$ cat src/rtl/gpio_bank_pkg.sv
package gpio_bank_pkg;

    localparam int unsigned PINS   = 8;
    localparam int unsigned ADDR_W = 12;

    // Register offsets (byte addresses)
    localparam logic [ADDR_W-1:0] OFS_DIR   = 12'h400;
    localparam logic [ADDR_W-1:0] OFS_SENSE = 12'h404;
    localparam logic [ADDR_W-1:0] OFS_BOTH  = 12'h408;
    localparam logic [ADDR_W-1:0] OFS_POL   = 12'h40C;
    localparam logic [ADDR_W-1:0] OFS_IEN   = 12'h410;
    localparam logic [ADDR_W-1:0] OFS_RAW   = 12'h414;
    localparam logic [ADDR_W-1:0] OFS_MSK   = 12'h418;
    localparam logic [ADDR_W-1:0] OFS_CLR   = 12'h41C;

    typedef logic [PINS-1:0] pin_vec_t;

    typedef struct packed {
        pin_vec_t dout;   // output data
        pin_vec_t dir;    // 1 = output
        pin_vec_t sense;  // 1 = level, 0 = edge
        pin_vec_t both;   // 1 = both edges
        pin_vec_t pol;    // 1 = high / rising
        pin_vec_t ien;    // interrupt enable
    } gpio_cfg_t;

endpackage

$ cat src/rtl/gpio_sync.sv
module gpio_sync #(
    parameter int unsigned WIDTH  = 8,
    parameter int unsigned STAGES = 2
) (
    input  logic             clk,
    input  logic             rst_n,
    input  logic [WIDTH-1:0] din,
    output logic [WIDTH-1:0] dout
);

    logic [STAGES-1:0][WIDTH-1:0] stage_d, stage_q;

    always_comb begin
        stage_d[0] = din;
        for (int k = 1; k < STAGES; k++) begin
            stage_d[k] = stage_q[k-1];
        end
    end

    always_ff @(posedge clk or negedge rst_n) begin
        if (!rst_n) begin
            stage_q <= '0;
        end else begin
            stage_q <= stage_d;
        end
    end

    assign dout = stage_q[STAGES-1];

endmodule

$ cat src/rtl/gpio_regfile.sv
module gpio_regfile
    import gpio_bank_pkg::*;
(
    input  logic              clk,
    input  logic              rst_n,
    input  logic              psel,
    input  logic              penable,
    input  logic              pwrite,
    input  logic [ADDR_W-1:0] paddr,
    input  logic [PINS-1:0]   pwdata,
    output logic [PINS-1:0]   prdata,
    input  pin_vec_t          pin_sync,
    input  pin_vec_t          raw_stat,
    output gpio_cfg_t         cfg,
    output pin_vec_t          clr_mask
);

    localparam int unsigned MASK_LSB = 2;
    localparam int unsigned MASK_MSB = MASK_LSB + PINS - 1;

    gpio_cfg_t cfg_d, cfg_q;
    logic      wr_en, rd_en, in_data, reg_hit;
    pin_vec_t  amask, rd_val, pin_view;

    assign wr_en    = psel & penable & pwrite;
    assign rd_en    = psel & ~pwrite;
    assign in_data  = (paddr[ADDR_W-1:MASK_MSB+1] == '0) && (paddr[MASK_LSB-1:0] == '0);
    assign amask    = paddr[MASK_MSB:MASK_LSB];
    assign pin_view = (cfg_q.dir & cfg_q.dout) | (~cfg_q.dir & pin_sync);

    // Next state and write decode
    always_comb begin
        cfg_d    = cfg_q;
        clr_mask = '0;
        reg_hit  = 1'b0;
        if (!in_data) begin
            unique case (paddr)
                OFS_DIR, OFS_SENSE, OFS_BOTH, OFS_POL,
                OFS_IEN, OFS_RAW, OFS_MSK, OFS_CLR: reg_hit = 1'b1;
                default:                            reg_hit = 1'b0;
            endcase
        end
        if (wr_en) begin
            if (in_data) begin
                cfg_d.dout = (cfg_q.dout & ~amask) | (pwdata & amask);
            end else begin
                unique case (paddr)
                    OFS_DIR:   cfg_d.dir   = pwdata;
                    OFS_SENSE: cfg_d.sense = pwdata;
                    OFS_BOTH:  cfg_d.both  = pwdata;
                    OFS_POL:   cfg_d.pol   = pwdata;
                    OFS_IEN:   cfg_d.ien   = pwdata;
                    OFS_CLR:   clr_mask    = pwdata;
                    default:   ;
                endcase
            end
        end
    end

    // Read mux
    always_comb begin
        rd_val = '0;
        if (in_data) begin
            rd_val = amask & pin_view;
        end else begin
            unique case (paddr)
                OFS_DIR:   rd_val = cfg_q.dir;
                OFS_SENSE: rd_val = cfg_q.sense;
                OFS_BOTH:  rd_val = cfg_q.both;
                OFS_POL:   rd_val = cfg_q.pol;
                OFS_IEN:   rd_val = cfg_q.ien;
                OFS_RAW:   rd_val = raw_stat;
                OFS_MSK:   rd_val = raw_stat & cfg_q.ien;
                default:   rd_val = '0;
            endcase
        end
    end

    assign prdata = rd_en ? rd_val : '0;
    assign cfg    = cfg_q;

    always_ff @(posedge clk or negedge rst_n) begin
        if (!rst_n) begin
            cfg_q <= '0;
        end else begin
            cfg_q <= cfg_d;
        end
    end

    // bits outside the address mask keep their value across a data write
    a_r2_unmasked_bits_hold: assert property (@(posedge clk) disable iff (!rst_n)
        (wr_en && in_data) |=> (((cfg_q.dout ^ $past(cfg_q.dout)) & ~$past(amask)) == '0));

    // the output register moves only on a data-region write
    a_r2_dout_only_by_data_write: assert property (@(posedge clk) disable iff (!rst_n)
        !(wr_en && in_data) |=> $stable(cfg_q.dout));

    // a write to an unmapped offset changes no register
    a_r10_unmapped_write_ignored: assert property (@(posedge clk) disable iff (!rst_n)
        (wr_en && !in_data && !reg_hit) |=> $stable(cfg_q));

endmodule

$ cat src/rtl/gpio_irq_detect.sv
module gpio_irq_detect
    import gpio_bank_pkg::*;
(
    input  logic      clk,
    input  logic      rst_n,
    input  pin_vec_t  pin_sync,
    input  gpio_cfg_t cfg,
    input  pin_vec_t  clr_mask,
    output pin_vec_t  raw_stat,
    output logic      irq
);

    typedef struct packed {
        pin_vec_t prev;
        pin_vec_t latch;
    } det_state_t;

    det_state_t st_d, st_q;
    pin_vec_t   rise, fall, edge_hit, level_hit;

    always_comb begin
        rise      = pin_sync & ~st_q.prev;
        fall      = ~pin_sync & st_q.prev;
        edge_hit  = ~cfg.sense & ((cfg.both & (rise | fall)) |
                                  (~cfg.both & cfg.pol & rise) |
                                  (~cfg.both & ~cfg.pol & fall));
        level_hit = cfg.sense & ~(pin_sync ^ cfg.pol);

        st_d       = st_q;
        st_d.prev  = pin_sync;
        st_d.latch = (st_q.latch & ~clr_mask) | edge_hit;
    end

    always_ff @(posedge clk or negedge rst_n) begin
        if (!rst_n) begin
            st_q <= '0;
        end else begin
            st_q <= st_d;
        end
    end

    assign raw_stat = level_hit | (~cfg.sense & st_q.latch);
    assign irq      = |(raw_stat & cfg.ien);

    // a latched edge bit drops only when it was written with a 1 to the clear register
    a_r5_latch_holds_until_clear: assert property (@(posedge clk) disable iff (!rst_n)
        1'b1 |=> ((($past(st_q.latch) & ~$past(clr_mask)) & ~st_q.latch) == '0));

endmodule

$ cat src/rtl/gpio_irq_bank.sv
module gpio_irq_bank
    import gpio_bank_pkg::*;
#(
    parameter int unsigned SYNC_STAGES = 2
) (
    input  logic              clk,
    input  logic              rst_n,
    input  logic              psel,
    input  logic              penable,
    input  logic              pwrite,
    input  logic [ADDR_W-1:0] paddr,
    input  logic [PINS-1:0]   pwdata,
    output logic [PINS-1:0]   prdata,
    input  logic [PINS-1:0]   pin_in,
    output logic [PINS-1:0]   pin_out,
    output logic [PINS-1:0]   pin_oe,
    output logic              irq
);

    pin_vec_t  pin_sync, raw_stat, clr_mask;
    gpio_cfg_t cfg;

    gpio_sync #(
        .WIDTH  (PINS),
        .STAGES (SYNC_STAGES)
    ) u_sync (
        .clk   (clk),
        .rst_n (rst_n),
        .din   (pin_in),
        .dout  (pin_sync)
    );

    gpio_regfile u_regs (
        .clk      (clk),
        .rst_n    (rst_n),
        .psel     (psel),
        .penable  (penable),
        .pwrite   (pwrite),
        .paddr    (paddr),
        .pwdata   (pwdata),
        .prdata   (prdata),
        .pin_sync (pin_sync),
        .raw_stat (raw_stat),
        .cfg      (cfg),
        .clr_mask (clr_mask)
    );

    gpio_irq_detect u_detect (
        .clk      (clk),
        .rst_n    (rst_n),
        .pin_sync (pin_sync),
        .cfg      (cfg),
        .clr_mask (clr_mask),
        .raw_stat (raw_stat),
        .irq      (irq)
    );

    assign pin_out = cfg.dout;
    assign pin_oe  = cfg.dir;

    // with every enable bit clear the interrupt line stays low
    a_r8_irq_needs_enable: assert property (@(posedge clk) disable iff (!rst_n)
        (cfg.ien == '0) |-> !irq);

endmodule

$ cat config.mk
export PLATFORM = sky130hd
export DESIGN_NAME = gpio_irq_bank
export DESIGN_NICKNAME = d
export VERILOG_FILES = /design/src/rtl/gpio_bank_pkg.sv /design/src/rtl/gpio_sync.sv /design/src/rtl/gpio_regfile.sv /design/src/rtl/gpio_irq_detect.sv /design/src/rtl/gpio_irq_bank.sv
export SDC_FILE = /design/constraint.sdc
export NUM_CORES = 1
export LEC_CHECK = 0
export BUFFER_PORTS_ARGS = -buffer_cell sky130_fd_sc_hd__buf_2
export CORE_MARGIN = 2
export CORE_UTILIZATION = 42
export DETAILED_ROUTE_END_ITERATION = 8
export HOLD_SLACK_MARGIN = 0.02
export MAX_ROUTING_LAYER = met4
export PLACE_DENSITY = 0.67
export SKIP_LAST_GASP = 1
export SYNTH_ARGS = -nofsm -noshare
export SYNTH_HDL_FRONTEND = slang
export SYNTH_HIERARCHICAL = 1
export SYNTH_SLANG_ARGS = --single-unit
$ cat constraint.sdc
create_clock -name clk -period 3.3 [get_ports clk]
set_input_delay 0.825 -clock clk [delete_from_list [all_inputs] [get_ports clk]]
set_output_delay 0.825 -clock clk [all_outputs]
set_load 0.02 [all_outputs]
==> results_dict.tcl <==
set metrics [dict create \
    yosysUniqueCellTypes 40 \
    rsz0062_at_grt "yes" \
    overflow 0 \
    postRouteAntennaNets 0 \
    hold_path_depth 0 \
    io-pin-count 58 \
    initialDrtViolationCount 167 \
    critPathCaptureType "output pin" \
    p_leak_nw 2.626 \
    rows 37 \
    synth_area_mm2 0.004333 \
    hp-class "reg -> reg" \
    routed_wirelength_um 11560 \
    cts_buffers 9 \
    final.setup.worst_slack_ns -0.1185 \
    placement.io_buffers 57 \
    clockRootBuffer "clkbuf_8" \
    drc_errors 0 \
    yosysWarningCount 6 \
    yosysSeqAreaShare_pct 46.20 \
    fmaxAchievable_mhz 292.5 \
    layout-drive-gt1-share_pct 45.58 \
    multiInputGateArea_mm2 0.002400 \
    clkPwrFrac_pct 39.5 \
    n_antenna_cell 0 \
    place_area_mm2 0.005149 \
    clk_pin_slew_worst_paths_ns 0.08 \
    h-tree-depth 3 \
    fp.dieW_um 105.6 \
    synth_nets 437 \
    grt_max_degree 81 \
    clk_latency_ns 0.36 \
    cts.path.max_buffers 2 \
    design_area_mm2 0.005614 \
    syn_area_per_cell_um2 11.17 \
    drt_pass1_iterations 4 \
    p_int_mw 1.528 \
    grt_pass1_wl_um 18310 \
    min_period_over_period_pct 103.6 \
    hpwlAfterDp_um 8079 \
    dieArea_mm2 0.01115 \
    area_growth_pct 29.57 \
    finalWeightedCongestion 0.8736 \
    cp_cell_sequence "buf_6, or4b_4, buf_4, a2111oi_4, a311oi_2, a211oi_2, buf_4" \
    num_vias 3444 \
    comb_power_share_pct 9.9 \
    finalPower_mw 2.020 \
    violations "setup timing" \
    worst_pin_slew_ns 1.014 \
    r2r_end "u_detect/st_q[3]" \
    crit_type "in -> out" \
    synth_seq_cells 80 \
    antenna_found_initial 0 \
    r2r_start "u_sync/dout[3]" \
    r2r.worst_path.cells 5 \
    worst-path-max-fanout 8 \
    path_buf_inv 3 \
    die_h_um 105.6 \
    seqCellArea_mm2 0.002002 \
    r2r_setup_slack_ns 1.90 \
    p_sw_share_pct 24.35 \
    p_sw_uw 491.9 \
    finalHoldViolations 0 \
    timing.max_slew.rel_slack_pct 32.39 \
    cpMostUsedCell "buf_4" \
    wl_per_cell_um 18.24 \
    hold_end "u_sync/dout[6]" \
    critPathRequiredTime_ns 2.47 \
    setup_viol 7 \
    start_kind "input pin" \
    grt_pass1_vias 3495 \
    skew_ns 0.005755 \
    via_per_inst 5.432 \
    powerDensity_mw_per_mm2 359.9 \
    min_from "u_sync/stage_d[14]" \
    cp_data_arrival_time_ns 2.59 \
    cts_tree "built" \
    finalMaxSlewViolations 0 \
    cap_violations 0 \
    n_fill_cell 918 \
    fin_nets 542 \
    max_stage_delay_ns 0.65 \
    numClockSinks 80 \
    synthCells 388 \
    crit_slowest_cell "or4b_4" \
    path_delay_family "simple AND/OR/NAND/NOR gates" \
    min_period_ns 3.418 \
    status "finished with violations" \
    core_mm2 0.01018 \
    power_frac_seq_pct 50.6 \
    irDropWorstVdd_uv 225.6 \
    start_util_pct 42.54 \
    grtUsageTotal_pct 21.79 \
]
==> repair_timing <==
action | in CTS | in global routing
hold buffers | 0 | 0
pin swaps | 6 | 13
endpoints found under the setup margin | 8 | 8
buffers inserted | 2 | 1
gates resized for setup | 23 | 23
==> cell usage after synthesis (all sizes together) <==
| library cell | instances | area (um2) |
|---|---|---|
| ha | 16 | 200.2 |
| and4b | 1 | 10.01 |
| buf | 5 | 22.52 |
| and4 | 1 | 8.760 |
| or4bb | 4 | 45.04 |
| xnor2 | 8 | 70.07 |
| clkbuf | 8 | 30.03 |
| nor2 | 10 | 37.54 |
| nand2b | 10 | 62.56 |
| nand3b | 8 | 60.06 |
| a311oi | 7 | 61.31 |
| inv | 26 | 97.59 |
| mux2i | 7 | 70.07 |
| or4 | 1 | 7.510 |
| nand3 | 12 | 60.06 |
| or2 | 1 | 6.260 |
| and2 | 8 | 50.05 |
| or4b | 6 | 63.81 |
| a211oi | 4 | 30.03 |
| o21ai | 19 | 95.09 |
| nand2 | 28 | 105.1 |
| nor3 | 2 | 10.01 |
| a21oi | 8 | 40.04 |
| o211ai | 2 | 15.01 |
| and3b | 1 | 8.760 |
| o22ai | 8 | 50.05 |
| mux4 | 1 | 22.52 |
| a22oi | 4 | 30.03 |
| a31oi | 1 | 6.260 |
| nand4 | 3 | 18.77 |
| or3 | 3 | 23.77 |
| and3 | 3 | 18.77 |
| mux2 | 68 | 765.7 |
| a2111oi | 4 | 35.03 |
| nor4 | 10 | 92.59 |
| dfrtp | 80 | 2002 |
==> placed cells by master, fill, tap and decap left out, types with 4 or more instances in the layout <==
cell,instances
dfrtp_1,80
a21oi_1,8
xnor2_1,8
nand2_1,27
mux2_2,68
nand3b_1,8
ha_1,16
mux2i_1,7
nand2b_1,10
buf_6,5
and2_1,8
a311oi_2,6
nor4_4,5
a211oi_2,4
o22ai_1,8
buf_4,57
buf_2,44
nor2_1,10
clkbuf_8,10
nand3_1,12
inv_1,26
o21ai_0,19
==> per-stage QoR <==
step / setup slack (ns) / utilization (%) / cells / setup TNS, ns / hold WS [ns]
2_1_floorplan: -0.1219 / - / 388 / -0.3657 / 0.3312
3_3_place_gp: -0.1431 / 50.55 / 615 / -0.8441 / 0.3334
3_5_place_dp: -0.2421 / 50.55 / 615 / -1.069 / 0.3347
4_1_cts: -0.09805 / 53.83 / 633 / -0.5079 / 0.3527
5_1_grt: -0.1633 / 55.12 / 634 / -0.9152 / 0.3631
6_report: -0.1185 / 55.12 / 634 / -0.5031 / 0.3509
==> power groups by stage <==
stage	Combinational, mW	Clock (mW)	Sequential [mW]
floorplan	0.0761	0	1.05
global placement	0.179	0	1.04
detailed placement	0.184	0	1.04
CTS	0.192	0.820	1.02
global route	0.219	0.853	1.03
finish	0.200	0.799	1.02
==> cell families after synthesis <==
group / share of synthesized area, %
and+or+nand+nor: 15.91
DFF: 46.20
muxes: 19.81
AOI/OAI and AO/OA: 8.374
buffers and inverters: 3.465
adders and majority gates: 4.620
xor gates and xnor gates: 1.617
==> sequential cells by signal, indices dropped and copies added, names as in the netlist, named ones only <==
signal / cells
u_sync/stage_d: 8
u_detect/st_q: 16
u_sync/dout: 8
u_regs/cfg: 40
==> final cells by class <==
| class | instances | area share [%] |
|---|---|---|
| Tap cell | 136 | 3.031 |
| Multi-Input combinational cell | 269 | 42.75 |
| Sequential cell | 80 | 35.66 |
| Inverter | 26 | 1.738 |
| Clock buffer | 10 | 2.452 |
| Clock inverter | 6 | 1.471 |
| Timing Repair Buffer | 107 | 12.90 |
==> worst max path at each step <==
stage	start	slack [ns]	endpoint	depth (start not counted)
2_1_floorplan	paddr[9]	-0.12	prdata[5]	5
3_3_place_gp	paddr[9]	-0.14	prdata[2]	7
3_5_place_dp	paddr[4]	-0.24	prdata[2]	6
4_1_cts	paddr[11]	-0.1	prdata[0]	7
5_1_grt	paddr[8]	-0.16	prdata[1]	7
6_report	paddr[8]	-0.12	prdata[2]	7
==> routing by layer <==
layer | vias up | part of all wire, % | track usage (%)
met5 | - | 0 | -
met3 | 18 | 5.4 | 3.772
met2 | 99 | 47 | 33.18
met4 | 0 | 2.5 | 8.459
met1 | 1702 | 45 | 29.20
li1 | 1625 | - | -
No activity file was read; power rests on OpenSTA's default activity.
